--- src/rtl/nbt_pkg.sv ---
// Shared types and field widths for the NAND bus cycle timing generator.
// Assumes the timing word is packed exactly as timing_t lays it out.
package nbt_pkg;
    localparam int CE_W   = 2;   // chip-enable setup field width
    localparam int BUSY_W = 5;   // busy window field width
    localparam int GAP_W  = 3;   // turnaround gap field width
    localparam int STRB_W = 4;   // strobe low/high field width
    localparam int PH_W   = STRB_W; // phase counter width (widest FSM field)

    typedef enum logic [1:0] {
        KIND_CMD  = 2'd0,
        KIND_ADDR = 2'd1,
        KIND_WR   = 2'd2,
        KIND_RD   = 2'd3
    } kind_e;

    typedef enum logic [2:0] {
        ST_IDLE  = 3'd0,
        ST_GAP   = 3'd1,
        ST_SETUP = 3'd2,
        ST_LOW   = 3'd3,
        ST_HIGH  = 3'd4
    } state_e;

    // MSB first: read high, read low, write high, write low, gap, busy, setup
    typedef struct packed {
        logic [STRB_W-1:0] rd_hi;
        logic [STRB_W-1:0] rd_lo;
        logic [STRB_W-1:0] wr_hi;
        logic [STRB_W-1:0] wr_lo;
        logic [GAP_W-1:0]  gap;
        logic [BUSY_W-1:0] busy;
        logic [CE_W-1:0]   setup;
    } timing_t;

    localparam int CFG_W = $bits(timing_t);
endpackage

--- src/rtl/nbt_phase_counter.sv ---
// Down-counter that times one phase. A load of N makes done rise
// after N further clocks, so the phase that loaded it lasts N+1 clocks.
// Assumes load is only issued on the clock a phase starts.
module nbt_phase_counter #(
    parameter int W = 4
) (
    input  logic         clk,
    input  logic         rst_n,
    input  logic         load,
    input  logic [W-1:0] load_val,
    output logic         done
);
    localparam logic [W-1:0] ONE = W'(1);

    logic [W-1:0] cnt;

    // Count register: load a new length or step toward zero.
    always_ff @(posedge clk) begin
        if (!rst_n)
            cnt <= '0;
        else if (load)
            cnt <= load_val;
        else if (cnt != '0)
            cnt <= cnt - ONE;
    end

    assign done = (cnt == '0);

    AST_CNT_STEP: assert property (@(posedge clk) disable iff (!rst_n)
        (!load && cnt != '0) |=> (cnt == $past(cnt) - ONE));
endmodule

--- src/rtl/nbt_busy_tracker.sv ---
// Tracks device readiness: synchronises the ready/busy pin and masks it
// for a programmable window after each command cycle.
// Assumes rb_n is asynchronous to clk and arm is a one-clock pulse.
module nbt_busy_tracker #(
    parameter int CNT_W  = 5,
    parameter int SYNC_N = 2
) (
    input  logic             clk,
    input  logic             rst_n,
    input  logic             arm,
    input  logic [CNT_W-1:0] dly,
    input  logic             rb_n,
    output logic             nand_ready
);
    logic [SYNC_N-1:0] sync_q;
    logic              win_active;
    logic              win_done;

    // Synchroniser chain for the ready/busy pin.
    always_ff @(posedge clk) begin
        if (!rst_n)
            sync_q <= '0;
        else
            sync_q <= {sync_q[SYNC_N-2:0], rb_n};
    end

    nbt_phase_counter #(.W(CNT_W)) u_win_cnt (
        .clk      (clk),
        .rst_n    (rst_n),
        .load     (arm),
        .load_val (dly),
        .done     (win_done)
    );

    // Window flag: open on arm, close once the counter has run out.
    always_ff @(posedge clk) begin
        if (!rst_n)
            win_active <= 1'b0;
        else if (arm)
            win_active <= 1'b1;
        else if (win_done)
            win_active <= 1'b0;
    end

    assign nand_ready = !win_active && sync_q[SYNC_N-1];

    AST_ARM_MASKS: assert property (@(posedge clk) disable iff (!rst_n)
        arm |=> !nand_ready);
endmodule

--- src/rtl/nand_cycle_timer.sv ---
// NAND bus cycle timing generator. Accepts one cycle request at a time and
// sequences gap, setup, strobe-low and strobe-high phases whose lengths come
// from the packed timing word. Assumes timing_cfg is stable while a cycle runs.
module nand_cycle_timer
    import nbt_pkg::*;
#(
    parameter int DATA_W = 8
) (
    input  logic              clk,
    input  logic              rst_n,
    input  logic              req_valid,
    input  logic [1:0]        req_kind,
    input  logic [DATA_W-1:0] req_data,
    output logic              req_ready,
    input  logic [CFG_W-1:0]  timing_cfg,
    input  logic              rb_n,
    input  logic [DATA_W-1:0] dq_in,
    output logic              cle,
    output logic              ale,
    output logic              ce_n,
    output logic              we_n,
    output logic              re_n,
    output logic [DATA_W-1:0] dq_out,
    output logic              dq_oe,
    output logic [DATA_W-1:0] rd_data,
    output logic              rd_valid,
    output logic              ready
);
    timing_t           cfg;
    state_e            state, state_nx;
    kind_e             kind_q;
    logic [DATA_W-1:0] data_q;
    logic              last_rd, have_prev;
    logic              ph_load, ph_done;
    logic [PH_W-1:0]   ph_val;
    logic              accept, req_is_rd, cur_is_rd, in_cycle;
    logic              busy_arm, nand_ready;

    assign cfg       = timing_t'(timing_cfg);
    assign accept    = (state == ST_IDLE) && req_valid;
    assign req_is_rd = (kind_e'(req_kind) == KIND_RD);
    assign cur_is_rd = (kind_q == KIND_RD);

    // Next-state and phase-length selection.
    always_comb begin
        state_nx = state;
        ph_load  = 1'b0;
        ph_val   = '0;
        unique case (state)
            ST_IDLE: if (req_valid) begin
                ph_load = 1'b1;
                if (have_prev && (req_is_rd != last_rd)) begin
                    state_nx = ST_GAP;
                    ph_val   = PH_W'(cfg.gap);
                end else begin
                    state_nx = ST_SETUP;
                    ph_val   = PH_W'(cfg.setup);
                end
            end
            ST_GAP: if (ph_done) begin
                state_nx = ST_SETUP;
                ph_load  = 1'b1;
                ph_val   = PH_W'(cfg.setup);
            end
            ST_SETUP: if (ph_done) begin
                state_nx = ST_LOW;
                ph_load  = 1'b1;
                ph_val   = cur_is_rd ? cfg.rd_lo : cfg.wr_lo;
            end
            ST_LOW: if (ph_done) begin
                state_nx = ST_HIGH;
                ph_load  = 1'b1;
                ph_val   = cur_is_rd ? cfg.rd_hi : cfg.wr_hi;
            end
            ST_HIGH: if (ph_done) state_nx = ST_IDLE;
            default: state_nx = ST_IDLE;
        endcase
    end

    nbt_phase_counter #(.W(PH_W)) u_phase_cnt (
        .clk      (clk),
        .rst_n    (rst_n),
        .load     (ph_load),
        .load_val (ph_val),
        .done     (ph_done)
    );

    // State register.
    always_ff @(posedge clk) begin
        if (!rst_n) state <= ST_IDLE;
        else        state <= state_nx;
    end

    // Request latch and direction history for the turnaround rule.
    always_ff @(posedge clk) begin
        if (!rst_n) begin
            kind_q    <= KIND_CMD;
            data_q    <= '0;
            last_rd   <= 1'b0;
            have_prev <= 1'b0;
        end else if (accept) begin
            kind_q    <= kind_e'(req_kind);
            data_q    <= req_data;
            last_rd   <= req_is_rd;
            have_prev <= 1'b1;
        end
    end

    // Read capture on the last clock of the read-low phase.
    always_ff @(posedge clk) begin
        if (!rst_n) begin
            rd_data  <= '0;
            rd_valid <= 1'b0;
        end else begin
            rd_valid <= (state == ST_LOW) && ph_done && cur_is_rd;
            if ((state == ST_LOW) && ph_done && cur_is_rd)
                rd_data <= dq_in;
        end
    end

    assign busy_arm = (state == ST_HIGH) && ph_done && (kind_q == KIND_CMD);

    nbt_busy_tracker #(.CNT_W(BUSY_W), .SYNC_N(2)) u_busy (
        .clk        (clk),
        .rst_n      (rst_n),
        .arm        (busy_arm),
        .dly        (cfg.busy),
        .rb_n       (rb_n),
        .nand_ready (nand_ready)
    );

    assign in_cycle  = (state == ST_SETUP) || (state == ST_LOW) || (state == ST_HIGH);
    assign ce_n      = !in_cycle;
    assign cle       = in_cycle && (kind_q == KIND_CMD);
    assign ale       = in_cycle && (kind_q == KIND_ADDR);
    assign we_n      = !((state == ST_LOW) && !cur_is_rd);
    assign re_n      = !((state == ST_LOW) && cur_is_rd);
    assign dq_oe     = in_cycle && !cur_is_rd;
    assign dq_out    = data_q;
    assign req_ready = (state == ST_IDLE);
    assign ready     = req_ready && nand_ready;

    AST_ONE_STROBE: assert property (@(posedge clk) disable iff (!rst_n)
        !(!we_n && !re_n));
    AST_STROBE_IN_CE: assert property (@(posedge clk) disable iff (!rst_n)
        (!we_n || !re_n) |-> !ce_n);
    AST_LATCH_EXCL: assert property (@(posedge clk) disable iff (!rst_n)
        !(cle && ale));
    AST_WE_DRIVES_BUS: assert property (@(posedge clk) disable iff (!rst_n)
        !we_n |-> dq_oe);
    AST_RDV_AFTER_LOW: assert property (@(posedge clk) disable iff (!rst_n)
        rd_valid |-> (re_n && $past(!re_n)));
    AST_READY_IDLE: assert property (@(posedge clk) disable iff (!rst_n)
        ready |-> (ce_n && we_n && re_n));
endmodule

--- config.mk ---
export PLATFORM = sky130hd
export DESIGN_NAME = nand_cycle_timer
export DESIGN_NICKNAME = d
export VERILOG_FILES = /design/src/rtl/nbt_pkg.sv /design/src/rtl/nbt_phase_counter.sv /design/src/rtl/nbt_busy_tracker.sv /design/src/rtl/nand_cycle_timer.sv
export SDC_FILE = /design/constraint.sdc
export NUM_CORES = 1
export LEC_CHECK = 0
export BUFFER_PORTS_ARGS = -buffer_cell sky130_fd_sc_hd__buf_2
export CAP_MARGIN = 10
export CORE_MARGIN = 2
export CORE_UTILIZATION = 52
export DETAILED_ROUTE_END_ITERATION = 10
export PLACE_DENSITY = 0.84
export SLEW_MARGIN = 20
export SYNTH_ARGS = -nofsm -noshare
export SYNTH_HDL_FRONTEND = slang
export SYNTH_SLANG_ARGS = --single-unit
--- constraint.sdc ---
create_clock -name clk -period 3.14 [get_ports clk]
set_input_delay 0.628 -clock clk [delete_from_list [all_inputs] [get_ports clk]]
set_output_delay 0.628 -clock clk [all_outputs]
set_load 0.02 [all_outputs]
==> qor.txt <==
Status: finished clean
Total Neg Setup Slack: 0 ps
Dpl hpwl: 3180 um
Slew @ Worst Pin: 623 ps
Antenna Nets Post-Route: 0
Synth Instances: 226
Die X: 64.7 um
Gr ovfl total: 0
Clock Tree Root: clkbuf_8
Nets: 346
PwrDens: 713 nW/um^2
Initial core utilization: 0.531
Total GRT Usage: 0.223
VDD IR max: 0.417 mV
Vias in the first global route: 1743
Fin. max-slew vios: 0
Worst hold slack: 450 ps
Unique cell type count in the Yosys netlist: 51
Pleak: 1.05 nW
Worst-case clock buffer depth: 2
Multi-input gate area: 1110 sq um
CTS sink count: 36
Core area: 3610 sq um
Number of port buffers: 72
Commonest non-fill, non-tap cell in the layout: buf_2
Post-synthesis sequential area ratio: 0.376
Worst-path maximum fanout: 19
Post-CTS setup buffer count: 0
Clock-pin slew on the worst setup and hold paths: 70 ps
# rows: 22
Layout Skew: 4.08 ps
First drt pass iteration count: 4
Die Ht: 64.7 um
Max H-tree Level: 2
WL final: 4300 um
Layout cell share with drive strength beyond 1: 0.308
Element type at the critical path end: primary output
DR DRC count: 0
Flops & latches, synth: 36
Slew headroom: 0.584
Synthesized area per cell: 8.48 sq um
Layout area overhead: 23.6%
# diodes: 0
Synth warn: 0
Syn nets: 278
CTS Buf Count: 5
Commonest non-fill, non-tap cells in the layout: buf_2 (72), nand2_1 (46), dfxtp_1 (36), a21boi_0 (19), nor2_1 (10)
F_max: 0.414 GHz
Global-route wire length before repair: 7320 um
Critical Path AT: 1790 ps
Clk_lat worst skew: 280 ps
RD Place Congestion: 0.934
Required @ worst endpoint: 2510 ps
Synthesized cell area: 1920 sq um
Fin. Hold Viols: 0
Storage element area: 721 sq um
Wirelength per Cell: 12.5 um
CTS tree: built
Max-cap viol count: 0
Vias: 1826
Worst Hold Class: reg -> reg
Initial antenna violation count: 0
Largest net degree at the start of global routing: 37
WS Path Type: reg -> out
R2R setup slack: 1160 ps
Period Utilization, post-route: 0.770
Final setup fails: 0
DIE AREA: 4190 sq um
Final Critical Period: 2420 ps
Post-CTS sizing: 0
Vias/cell: 5.32
# fillers: 330
Post-CTS Hold Buffers: 0
Initial DRC Count: 161
RSZ-0062 raised after global routing: false
IO Pins: 73
CP Launch Type: register
==> sequential cells by signal (all words and copies together) (netlist names) <==
register and count:
u_busy.u_win_cnt.cnt 5, state 3, kind_q 2, dq_out 8, u_busy.sync_q 2, rd_data 8, u_busy.win_active 1, u_phase_cnt.cnt 4
last_rd 1, rd_valid 1, have_prev 1
==> metrics by stage <==
step                utilization  power, mW  cell area [sq um]  cells  setup WS (ps)
floorplan                     -       1.21               1920    226            965
global placement          0.632       1.35               2280    335           1090
detailed placement        0.632       1.36               2280    335           1050
CTS                       0.657       1.70               2370    343            729
global route              0.657       1.82               2370    343            597
finish                    0.657       1.69               2370    343            722
==> layout make-up <==
cell class / count / area share
Inverter: 6 / 0.00951
Sequential cell: 36 / 0.304
Timing Repair Buffer: 73 / 0.155
Multi-Input combinational cell: 172 / 0.468
Tap cell: 48 / 0.0254
Clock buffer: 8 / 0.0380
==> worst max-delay path: stages (launching register included) <==
cell	delay (ps)
dfxtp_1	720
nor2_2	190
a21oi_1	340
nor3_1	90
buf_2	170
==> path summary, 6_finish.rpt <==
path	depth (start not counted)	start	endpoint
min	1	u_busy.sync_q[0]$_SDFF_PN0_	u_busy.sync_q[1]$_SDFF_PN0_
max	4	state[0]$_SDFFE_PN0P_	cle
min reg2reg	1	u_busy.sync_q[0]$_SDFF_PN0_	u_busy.sync_q[1]$_SDFF_PN0_
max reg2reg	7	u_phase_cnt.cnt[0]$_SDFFE_PN0P_	u_phase_cnt.cnt[0]$_SDFFE_PN0P_
==> routing by layer <==
layer	routed length [um]	global-route usage	part of all wire
met2	2070	0.387	0.48
met5	0	0	0
met3	286	0.0625	0.067
met4	55	0.0718	0.013
met1	1880	0.266	0.44
==> cell families (layout without fill, tap and decap cells) <==
| family | Yosys count | after routing | share of synthesized area |
|---|---|---|---|
| AOI/OAI and AO/OA | 54 | 54 | 0.198 |
| xor gates and xnor gates | 5 | 5 | 0.0229 |
| adders and majority gates | 4 | 4 | 0.0261 |
| buffers and inverters | 18 | 87 | 0.0457 |
| DFF | 36 | 36 | 0.376 |
| muxes | 10 | 10 | 0.0594 |
| and+or+nand+nor | 99 | 99 | 0.272 |
==> power breakdown <==
group | switching [mW] | internal (mW) | total, mW
combinational | 0.390 | 0.325 | 0.715
sequential | 0.0988 | 0.540 | 0.638
clock | 0.157 | 0.179 | 0.335
total | 0.646 | 1.04 | 1.69
==> Yosys cell counts, drive strengths merged <==
| cell | n | area [sq um] |
|---|---|---|
| or3 | 1 | 6.26 |
| nand2b | 2 | 12.5 |
| a21boi | 23 | 173 |
| nor4b | 2 | 30.0 |
| or3b | 1 | 8.76 |
| o211a | 1 | 10.0 |
| nand3 | 8 | 40.0 |
| nand4b | 1 | 8.76 |
| nand2 | 46 | 173 |
| inv | 6 | 22.5 |
| buf | 6 | 42.5 |
| clkbuf | 6 | 22.5 |
| xor2 | 2 | 17.5 |
| and2 | 4 | 25.0 |
| a21o | 1 | 7.51 |
| o221ai | 1 | 8.76 |
| and3b | 2 | 17.5 |
| o2bb2ai | 1 | 8.76 |
| a31oi | 2 | 12.5 |
| xnor2 | 3 | 26.3 |
| mux2i | 8 | 80.1 |
| nor2b | 5 | 31.3 |
| o21a | 1 | 7.51 |
| mux2 | 1 | 11.3 |
| nand4 | 1 | 12.5 |
| and3 | 1 | 6.26 |
| o21bai | 1 | 7.51 |
| a22oi | 1 | 7.51 |
| nand3b | 2 | 18.8 |
| nor3 | 7 | 35.0 |
| nor2 | 13 | 61.3 |
| a21oi | 5 | 25.0 |
| a311oi | 1 | 8.76 |
| a2111oi | 1 | 15.0 |
| o21ai | 11 | 55.1 |
| a221oi | 1 | 8.76 |
| o211ai | 1 | 7.51 |
| o22ai | 1 | 6.26 |
| mux4 | 1 | 22.5 |
| o311a | 1 | 10.0 |
| ha | 4 | 50.1 |
| dfxtp | 36 | 721 |
| nor3b | 3 | 33.8 |
Power figures use the tool's default switching activity.
